**src/rtl/irq_chain_pkg.sv**
```systemverilog
package irq_chain_pkg;
  typedef enum logic [1:0] {
    REG_EN   = 2'd0,
    REG_PEND = 2'd1,
    REG_ISR  = 2'd2,
    REG_MASK = 2'd3
  } reg_sel_e;

  // line index to controller channel: 0..3 direct, 4..5 shifted by 2, rest by 8
  function automatic logic [3:0] chan_of(input int unsigned idx);
    int unsigned c;
    if (idx < 4)      c = idx;
    else if (idx < 6) c = idx + 2;
    else              c = idx + 8;
    return c[3:0];
  endfunction
endpackage

```
**src/rtl/irq_edge_det.sv**
```systemverilog
module irq_edge_det #(
  parameter int unsigned N_SRC = 8
) (
  input  logic             clk_i,
  input  logic             rst_ni,
  input  logic [N_SRC-1:0] irq_ni,
  output logic [N_SRC-1:0] fall_o
);
  logic [N_SRC-1:0] prev_q;

  for (genvar g = 0; g < N_SRC; g++) begin : g_line
    always_ff @(posedge clk_i or negedge rst_ni) begin
      if (!rst_ni) prev_q[g] <= 1'b1;
      else         prev_q[g] <= irq_ni[g];
    end
    assign fall_o[g] = prev_q[g] & ~irq_ni[g];
  end
endmodule

```
**src/rtl/irq_prio_arb.sv**
```systemverilog
module irq_prio_arb #(
  parameter int unsigned N_SRC = 8,
  localparam int unsigned IDX_W = (N_SRC > 1) ? $clog2(N_SRC) : 1
) (
  input  logic [N_SRC-1:0] pend_i,
  input  logic [N_SRC-1:0] mask_i,
  input  logic [N_SRC-1:0] isr_i,
  output logic             req_o,
  output logic [IDX_W-1:0] win_o,
  output logic [N_SRC-1:0] win_oh_o
);
  logic [N_SRC-1:0] blocked;
  logic [N_SRC-1:0] live;

  // blocked[k]: some in-service bit at k or above
  for (genvar g = 0; g < N_SRC; g++) begin : g_blk
    if (g == N_SRC - 1) begin : g_top
      assign blocked[g] = isr_i[g];
    end else begin : g_mid
      assign blocked[g] = isr_i[g] | blocked[g+1];
    end
  end

  assign live  = pend_i & mask_i & ~blocked;
  assign req_o = |live;

  always_comb begin
    win_o    = '0;
    win_oh_o = '0;
    for (int i = 0; i < N_SRC; i++) begin
      if (live[i]) begin
        win_o    = IDX_W'(i);
        win_oh_o = '0;
        win_oh_o[i] = 1'b1;
      end
    end
  end
endmodule

```
**src/rtl/irq_reg_bank.sv**
```systemverilog
module irq_reg_bank
  import irq_chain_pkg::*;
#(
  parameter int unsigned N_SRC = 8
) (
  input  logic             clk_i,
  input  logic             rst_ni,
  input  logic             wr_i,
  input  logic [1:0]       addr_i,
  input  logic [N_SRC-1:0] wdata_i,
  input  logic [N_SRC-1:0] fall_i,
  input  logic             ack_i,
  input  logic [N_SRC-1:0] win_oh_i,
  output logic [N_SRC-1:0] en_o,
  output logic [N_SRC-1:0] pend_o,
  output logic [N_SRC-1:0] isr_o,
  output logic [N_SRC-1:0] mask_o,
  output logic [N_SRC-1:0] rdata_o
);
  logic [N_SRC-1:0] en_q, pend_q, isr_q, mask_q;
  logic [N_SRC-1:0] en_d, pend_d, isr_d, mask_d;

  always_comb begin
    en_d   = en_q;
    mask_d = mask_q;
    pend_d = pend_q;
    isr_d  = isr_q;
    if (wr_i) begin
      unique case (reg_sel_e'(addr_i))
        REG_EN:   en_d   = wdata_i;
        REG_MASK: mask_d = wdata_i;
        REG_PEND: pend_d = pend_q & wdata_i;
        REG_ISR:  isr_d  = isr_q & wdata_i;
        default:  ;
      endcase
    end
    if (ack_i) begin
      pend_d = pend_d & ~win_oh_i;
      isr_d  = isr_d | win_oh_i;
    end
    pend_d = (pend_d | (fall_i & en_q)) & en_d;
  end

  always_ff @(posedge clk_i or negedge rst_ni) begin
    if (!rst_ni) begin
      en_q   <= '0;
      pend_q <= '0;
      isr_q  <= '0;
      mask_q <= '0;
    end else begin
      en_q   <= en_d;
      pend_q <= pend_d;
      isr_q  <= isr_d;
      mask_q <= mask_d;
    end
  end

  always_comb begin
    unique case (reg_sel_e'(addr_i))
      REG_EN:   rdata_o = en_q;
      REG_PEND: rdata_o = pend_q;
      REG_ISR:  rdata_o = isr_q;
      REG_MASK: rdata_o = mask_q;
      default:  rdata_o = '0;
    endcase
  end

  assign en_o   = en_q;
  assign pend_o = pend_q;
  assign isr_o  = isr_q;
  assign mask_o = mask_q;
endmodule

```
**src/rtl/irq_chain_ctrl.sv**
```systemverilog
module irq_chain_ctrl
  import irq_chain_pkg::*;
#(
  parameter int unsigned N_SRC  = 8,
  parameter logic [3:0]  VEC_HI = 4'h5,
  parameter logic [2:0]  IPL    = 3'd5,
  localparam int unsigned IDX_W = (N_SRC > 1) ? $clog2(N_SRC) : 1
) (
  input  logic             clk_i,
  input  logic             rst_ni,
  input  logic [N_SRC-1:0] irq_ni,
  input  logic             reg_wr_i,
  input  logic [1:0]       reg_addr_i,
  input  logic [N_SRC-1:0] reg_wdata_i,
  output logic [N_SRC-1:0] reg_rdata_o,
  input  logic             iack_i,
  input  logic             iei_ni,
  output logic             ieo_no,
  output logic [2:0]       ipl_o,
  output logic [7:0]       vec_o,
  output logic             vec_valid_o
);
  logic [N_SRC-1:0] fall;
  logic [N_SRC-1:0] en_q, pend_q, isr_q, mask_q;
  logic [N_SRC-1:0] win_oh;
  logic [IDX_W-1:0] win;
  logic             req;
  logic             ack;
  logic [3:0]       chan_tbl [N_SRC];

  irq_edge_det #(.N_SRC(N_SRC)) u_edge (
    .clk_i  (clk_i),
    .rst_ni (rst_ni),
    .irq_ni (irq_ni),
    .fall_o (fall)
  );

  irq_prio_arb #(.N_SRC(N_SRC)) u_arb (
    .pend_i   (pend_q),
    .mask_i   (mask_q),
    .isr_i    (isr_q),
    .req_o    (req),
    .win_o    (win),
    .win_oh_o (win_oh)
  );

  irq_reg_bank #(.N_SRC(N_SRC)) u_regs (
    .clk_i    (clk_i),
    .rst_ni   (rst_ni),
    .wr_i     (reg_wr_i),
    .addr_i   (reg_addr_i),
    .wdata_i  (reg_wdata_i),
    .fall_i   (fall),
    .ack_i    (ack),
    .win_oh_i (win_oh),
    .en_o     (en_q),
    .pend_o   (pend_q),
    .isr_o    (isr_q),
    .mask_o   (mask_q),
    .rdata_o  (reg_rdata_o)
  );

  for (genvar g = 0; g < N_SRC; g++) begin : g_chan
    assign chan_tbl[g] = chan_of(g);
  end

  // answer only while upstream grants the chain
  assign ack         = iack_i & ~iei_ni & req;
  assign vec_valid_o = ack;
  assign vec_o       = ack ? {VEC_HI, chan_tbl[win]} : 8'h00;
  assign ipl_o       = req ? IPL : 3'd0;
  assign ieo_no      = iei_ni | req;
endmodule

```
**config.mk**
```make
export PLATFORM = sky130hd
export DESIGN_NAME = irq_chain_ctrl
export DESIGN_NICKNAME = d
export VERILOG_FILES = /design/src/rtl/irq_chain_pkg.sv /design/src/rtl/irq_edge_det.sv /design/src/rtl/irq_prio_arb.sv /design/src/rtl/irq_reg_bank.sv /design/src/rtl/irq_chain_ctrl.sv
export SDC_FILE = /design/constraint.sdc
export NUM_CORES = 1
export LEC_CHECK = 0
export ABC_AREA = 0
export BUFFER_PORTS_ARGS = -buffer_cell sky130_fd_sc_hd__buf_2
export CAP_MARGIN = 20
export CELL_PAD_IN_SITES_DETAIL_PLACEMENT = 0
export CELL_PAD_IN_SITES_GLOBAL_PLACEMENT = 1
export CORE_AREA = 2 2 94 96
export CTS_CLUSTER_SIZE = 14
export DETAILED_ROUTE_END_ITERATION = 7
export DIE_AREA = 0 0 96 98
export PLACE_DENSITY_LB_ADDON = 0.1
export RECOVER_POWER = 25
export SKIP_CTS_REPAIR_TIMING = 1
export SYNTH_ARGS = -nofsm -noshare
export SYNTH_HDL_FRONTEND = slang
export SYNTH_SLANG_ARGS = --single-unit
export TNS_END_PERCENT = 50
```
**constraint.sdc**
```tcl
create_clock -name clk_i -period 2.2 [get_ports clk_i]
set_input_delay 0.22 -clock clk_i [delete_from_list [all_inputs] [get_ports clk_i]]
set_output_delay 0.22 -clock clk_i [all_outputs]
set_load 0.01 [all_outputs]
```
==> results of run 1 <==
metrics by stage:
step / utilization / hold WS, ps
floorplan: - / -75.6
global placement: 0.284 / 284
detailed placement: 0.284 / 271
CTS: 0.294 / -48.2
global route: 0.298 / 7.13
finish: 0.298 / 13.7
synth_stat cells, types with 3 or more instances:
master / instances
nand4_1: 5
nand2_1: 12
o211ai_1: 4
nor3_1: 3
buf_4: 7
nor2_1: 9
a21boi_0: 5
or2_2: 3
nand3b_1: 8
nand2b_1: 4
dfstp_2: 8
o21ai_0: 12
mux4_2: 7
mux2_2: 16
o221ai_1: 4
a21oi_1: 3
dfrtp_1: 32
nand3_1: 5
final timing paths:
kind	start	end	slack (ps)	cells past startpoint
worst max-delay path	u_regs.isr_o[7]$_DFF_PN0_	vec_o[0]	-180	6
worst min-delay path	irq_ni[2]	u_edge.prev_q[2]$_DFF_PN1_	10	1
worst max register to register	u_regs.isr_o[7]$_DFF_PN0_	u_regs.pend_o[0]$_DFF_PN0_	200	6
worst min register to register	u_edge.prev_q[4]$_DFF_PN1_	u_regs.pend_o[4]$_DFF_PN0_	520	2
max in group asynchronous	rst_ni	u_edge.prev_q[5]$_DFF_PN1_	440	3
min in group asynchronous	rst_ni	u_regs.en_o[0]$_DFF_PN0_	820	2
critical path, cell delays in order, from the launching register on:
cell and delay, ps:
dfrtp_1 380, or4_4 530, or3_1 320, a31oi_1 140, nand3b_4 170, and4_1 200, buf_2 130
state kept, by name (all words and copies together), names as in the netlist:
| signal | flops |
|---|---|
| u_regs.mask_o | 8 |
| u_edge.prev_q | 8 |
| u_regs.isr_o | 8 |
| u_regs.en_o | 8 |
| u_regs.pend_o | 8 |
per-layer routing:
metal / track usage / up-vias
li1: - / 752
met1: 0.187 / 786
met2: 0.191 / 41
met3: 0.0278 / 4
met4: 0.0297 / 0
met5: 0 / -
area by class of cell:
cell class,count,share of cell area
Sequential cell,40,0.401
Multi-Input combinational cell,125,0.392
Tap cell,108,0.0536
Clock buffer,8,0.0357
Timing Repair Buffer,52,0.116
Inverter,1,0.00149
where the power goes:
group / total, W / switching (W) / internal [W]
combinational: 0.000649 / 0.000319 / 0.000330
clock: 0.000516 / 0.000260 / 0.000256
sequential: 0.000965 / 0.000107 / 0.000858
logic make-up after synthesis:
group                  Yosys count  share of synthesized area
buffers and inverters           12                     0.0390
and+or+nand+nor                 63                      0.177
DFF                             40                      0.493
muxes                           24                      0.177
AOI/OAI and AO/OA               35                      0.112
other                            1                    0.00183
==> impl_metrics.tcl, run 1 <==
set metrics [dict create \
    cts_tree "done" \
    fin_skew_ps 3.23 \
    clock_latency_ps 290 \
    synth_edf_count 0 \
    stdcell_count 334 \
    cap_violations 0 \
    grt_usage 0.127 \
    fp-row-count 34 \
    power_w 0.00213 \
    fin_nets 248 \
    fill_cells 882 \
    max_slew_margin 0.00970 \
    finalMaxSlewViolations 0 \
    status "finished, violations left" \
    seq_area_frac_synth 0.493 \
    die_w_um 96 \
    yosys-top-cells-area "dfrtp_1 (39%), dfstp_2 (10%), mux2_2 (8.8%), mux4_2 (7.7%), o21ai_0 (2.9%)" \
    fin_area_sq_um 2520 \
    vias 1583 \
    max_freq_mhz 420 \
    ys_ff_latch 40 \
    antenna_found_initial 0 \
    timing.final.crit_share 1.08 \
    coreArea_sq_um 8470 \
    yosysWarnings 0 \
    place_congestion 0.773 \
    port_buffers 40 \
    viasPerCell 4.74 \
    grt_remaining_overflow 0 \
    clock_path_buffers 2 \
    drt-met1-wl_um 2690 \
    rsz0062_at_grt "yes" \
    placed_cell_area_sq_um 2400 \
    synth_cells 175 \
    dpl.hpwl_um 4130 \
    synthFlopType "dfrtp_1" \
    drt_iter0_markers 65 \
    synthToLayoutAreaGrowth_pct 22.9 \
    first_pass_iters 4 \
    drive_gt1_frac 0.407 \
    critPathLaunchType "flip-flop" \
    dieArea_sq_um 9410 \
    wirelength_um 5630 \
    required_ps 1980 \
    drc 0 \
    place_ws_ps 99.3 \
    wl_met3_um 260 \
    initial_core_util 0.242 \
    yosysTopAreaCell "dfrtp_1" \
    seq_area_sq_um 1010 \
    cts.sinks 40 \
    p_leak_nw 1.09 \
    crit_type "flip-flop to output pin" \
    hold_class "input port to flip-flop" \
    synth_cell_types 39 \
    diodes 0 \
    synth_top_area_frac 0.390 \
    multi_input_area_sq_um 990 \
    async_reset_ff_frac 1.00 \
    numCtsBuffers 5 \
    ir_drop_mv 0.265 \
    htree_levels 2 \
    crit_path_max_fanout 5 \
    grt_pass1_wl_um 8950 \
    root_buffer "clkbuf_8" \
    power_density_nw_per_um2 845 \
    setup_slack_ps -184 \
    grt_start_max_net_pins 26 \
    setup_viol 6 \
    die_h_um 98 \
    violations "negative setup slack" \
    syn_area_sq_um 2050 \
    avgSynthCellArea_sq_um 11.7 \
    clk_pin_slew_ps 80 \
    antenna_left 0 \
    tightest_slew_ps 1490 \
    finalSetupTns_ps -750 \
    io_pins 44 \
    post-place-cells 325 \
    cp-end-kind "output pin" \
    finalHoldViolCount 0 \
    crit_arrival_ps 2160 \
    layout_common_cells "buf_2 (34), dfrtp_1 (32), mux2_2 (16), nand2_1 (12), o21ai_0 (12)" \
    wl_met2_um 2630 \
    final_common_cell "buf_2" \
    fin_crit_ps 2380 \
    wl_per_cell_um 16.9 \
    grt_pass1_vias 1610 \
    highest_layer "met4" \
]
Note: power is estimated with default switching activity, not from simulation.
==> run 2: changes to the inputs <==
--- a/config.mk
+++ b/config.mk
@@ -8,13 +8,11 @@
 export ABC_AREA = 0
 export BUFFER_PORTS_ARGS = -buffer_cell sky130_fd_sc_hd__buf_2
 export CAP_MARGIN = 20
-export CELL_PAD_IN_SITES_DETAIL_PLACEMENT = 0
-export CELL_PAD_IN_SITES_GLOBAL_PLACEMENT = 1
-export CORE_AREA = 2 2 94 96
+export CORE_AREA = 2 2 65 67
 export CTS_CLUSTER_SIZE = 14
 export DETAILED_ROUTE_END_ITERATION = 7
-export DIE_AREA = 0 0 96 98
-export PLACE_DENSITY_LB_ADDON = 0.1
+export DIE_AREA = 0 0 67 69
+export PLACE_DENSITY = 0.77
 export RECOVER_POWER = 25
 export SKIP_CTS_REPAIR_TIMING = 1
 export SYNTH_ARGS = -nofsm -noshare
==> run 2 against run 1 <==
Net effect:
- the flow finishes with violations (max-capacitance violations, max-slew violations, negative setup slack)
- count of clock-buffer cells in the layout decreased by 3
- non-clock buffer count decreased by 7
- global-route usage increased by 8.3 points
- setup slack got worse by 67 ps
- via count decreased by 0.25%
- first-iteration DRC count increased by 25%
- fmax decreased by 2.8%
- register-to-register slack got worse by 30 ps
- combinational power decreased by 3.5%
- utilization increased by 32 points
- critical path type unchanged
- critical endpoint unchanged
- largest cell class unchanged
==> impl_metrics.tcl, run 2 (synthesis results as in run 1) <==
set metrics [dict create \
    layout_common_cells "buf_2 (36), dfrtp_1 (32), mux2_2 (16), nand2_1 (12), o21ai_0 (12)" \
    hold_end "u_edge.prev_q[4]$_DFF_PN1_" \
    clock_power_share 0.273 \
    rr_endpoint "u_regs.pend_o[0]$_DFF_PN0_" \
    holdPathStages 1 \
    ir_drop_mv 0.676 \
    hold_class "input port to flip-flop" \
    internal_power_w 0.00151 \
    wl_per_cell_um 16.8 \
    antenna_found_initial 0 \
    vias 1579 \
    worst-r2r-setup-slack_ps 170 \
    crit_path_max_fanout 5 \
    violations "max-capacitance violations, max-slew violations, negative setup slack" \
    viasPerCell 5.87 \
    min-delay-start "irq_ni[4]" \
    critPathLaunch "u_regs.isr_o[6]$_DFF_PN0_" \
    setup_slack_ps -251 \
    path_cells "or4_4 -> or3_1 -> a31oi_1 -> nand3b_4 -> and4_1 -> buf_2" \
    finalMaxSlewViolations 41 \
    coreArea_sq_um 3910 \
    setup_viol 7 \
    power_density_nw_per_um2 906 \
    root_buffer "clkbuf_8" \
    io_pins 44 \
    clock_latency_ps 300 \
    rsz0062_at_grt "yes" \
    antenna_left 0 \
    grt_usage 0.210 \
    dpl.hpwl_um 3180 \
    fp-row-count 23 \
    required_ps 1980 \
    cts_tree "done" \
    stdcell_count 269 \
    numCtsBuffers 5 \
    clk_pin_slew_ps 80 \
    critPathLaunchType "flip-flop" \
    port_buffers 40 \
    place_congestion 0.893 \
    initial_core_util 0.524 \
    hold-worst-slack_ps 2.94 \
    drive_gt1_frac 0.406 \
    p_comb_frac 0.286 \
    power.share.switching 0.311 \
    fin_nets 241 \
    tightest_slew_ps 2110 \
    power_w 0.00219 \
    htree_levels 2 \
    grt_pass1_wl_um 7290 \
    r2r-start "u_regs.isr_o[6]$_DFF_PN0_" \
    cpPeakStageDelay_ps 560 \
    seqPwrFrac 0.441 \
    grt_use_met3 0.0489 \
    cap_violations 1 \
    grt.met2_usage 0.330 \
    grt-busiest-layer "met2" \
    dieArea_sq_um 4620 \
    wirelength_um 4510 \
    ff2ff_path_depth 6 \
    slowest_stage "or4_4" \
    grt_util_met1 0.287 \
    first_pass_iters 4 \
    fin_crit_ps 2450 \
    diodes 0 \
    cp-end-kind "output pin" \
    post-place-cells 259 \
    die_h_um 69 \
    drc 0 \
    die_w_um 67 \
    grt_start_max_net_pins 41 \
    status "finished, violations left" \
    synthToLayoutAreaGrowth_pct 17.7 \
    p_leak_nw 1.07 \
    timing.final.crit_share 1.11 \
    fin_skew_ps 8.50 \
    fill_cells 342 \
    final_common_cell "buf_2" \
    power_switching_w 0.000680 \
    cts.sinks 40 \
    crit_arrival_ps 2230 \
    drt_iter0_markers 81 \
    max_freq_mhz 408 \
    clock_path_buffers 2 \
    finalHoldViolCount 0 \
    crit_type "flip-flop to output pin" \
    grt_pass1_vias 1535 \
    grt_remaining_overflow 0 \
    max_slew_margin -0.404 \
]
run 2: through the flow:
| step | instance area, sq um | utilization | TNS [ps] | worst slack (ps) |
|---|---|---|---|---|
| 2_1_floorplan | 2060 | - | 0 | 30.2 |
| 3_3_place_gp | 2270 | 0.580 | 0 | 132 |
| 3_5_place_dp | 2270 | 0.580 | 0 | 57.7 |
| 4_1_cts | 2380 | 0.608 | -1260 | -256 |
| 5_1_grt | 2420 | 0.617 | -1900 | -341 |
| 6_report | 2420 | 0.617 | -1230 | -251 |
run 2: power groups by stage:
stage          Combinational [W]  Clock (W)  Sequential (W)
4_1_cts                 0.000571   0.000608        0.000961
5_1_grt                 0.000687   0.000644        0.000984
6_report                0.000626   0.000599        0.000965
3_5_place_dp            0.000568          0        0.000973
3_3_place_gp            0.000554          0        0.000968
2_1_floorplan           0.000441          0        0.000942
run 2: routing by layer:
layer	vias to the layer above	routed length, um	part of all wire
li1	739	-	-
met3	7	198	0.044
met4	0	62	0.014
met5	-	0	0
met1	789	2030	0.45
met2	44	2220	0.49
run 2: worst max path at each step:
stage / end / slack, ps / depth (start not counted)
2_1_floorplan: vec_o[4] / 30 / 7
3_3_place_gp: vec_o[0] / 130 / 6
3_5_place_dp: vec_o[0] / 60 / 6
4_1_cts: vec_o[0] / -260 / 6
5_1_grt: vec_o[0] / -340 / 6
6_report: vec_o[0] / -250 / 6
run 2: final cells by class:
class / instances / area [sq um] / share of cell area
clock buffer: 5 / 68.8 / 0.0285
inverter: 1 / 3.75 / 0.00155
sequential: 40 / 1010 / 0.418
multi-input combinational: 125 / 987 / 0.409
clock inverter: 3 / 42.5 / 0.0176
tap: 50 / 62.6 / 0.0259
timing repair buffer: 45 / 240 / 0.0994
run 2: worst max-delay path, delay by kind of cell, from the launching register on:
family,cells,cell delay [ps]
buffers and inverters,1,130
flip-flops,1,400
AO/OA/AOI/OAI,1,150
AND/OR/NAND/NOR,4,1260
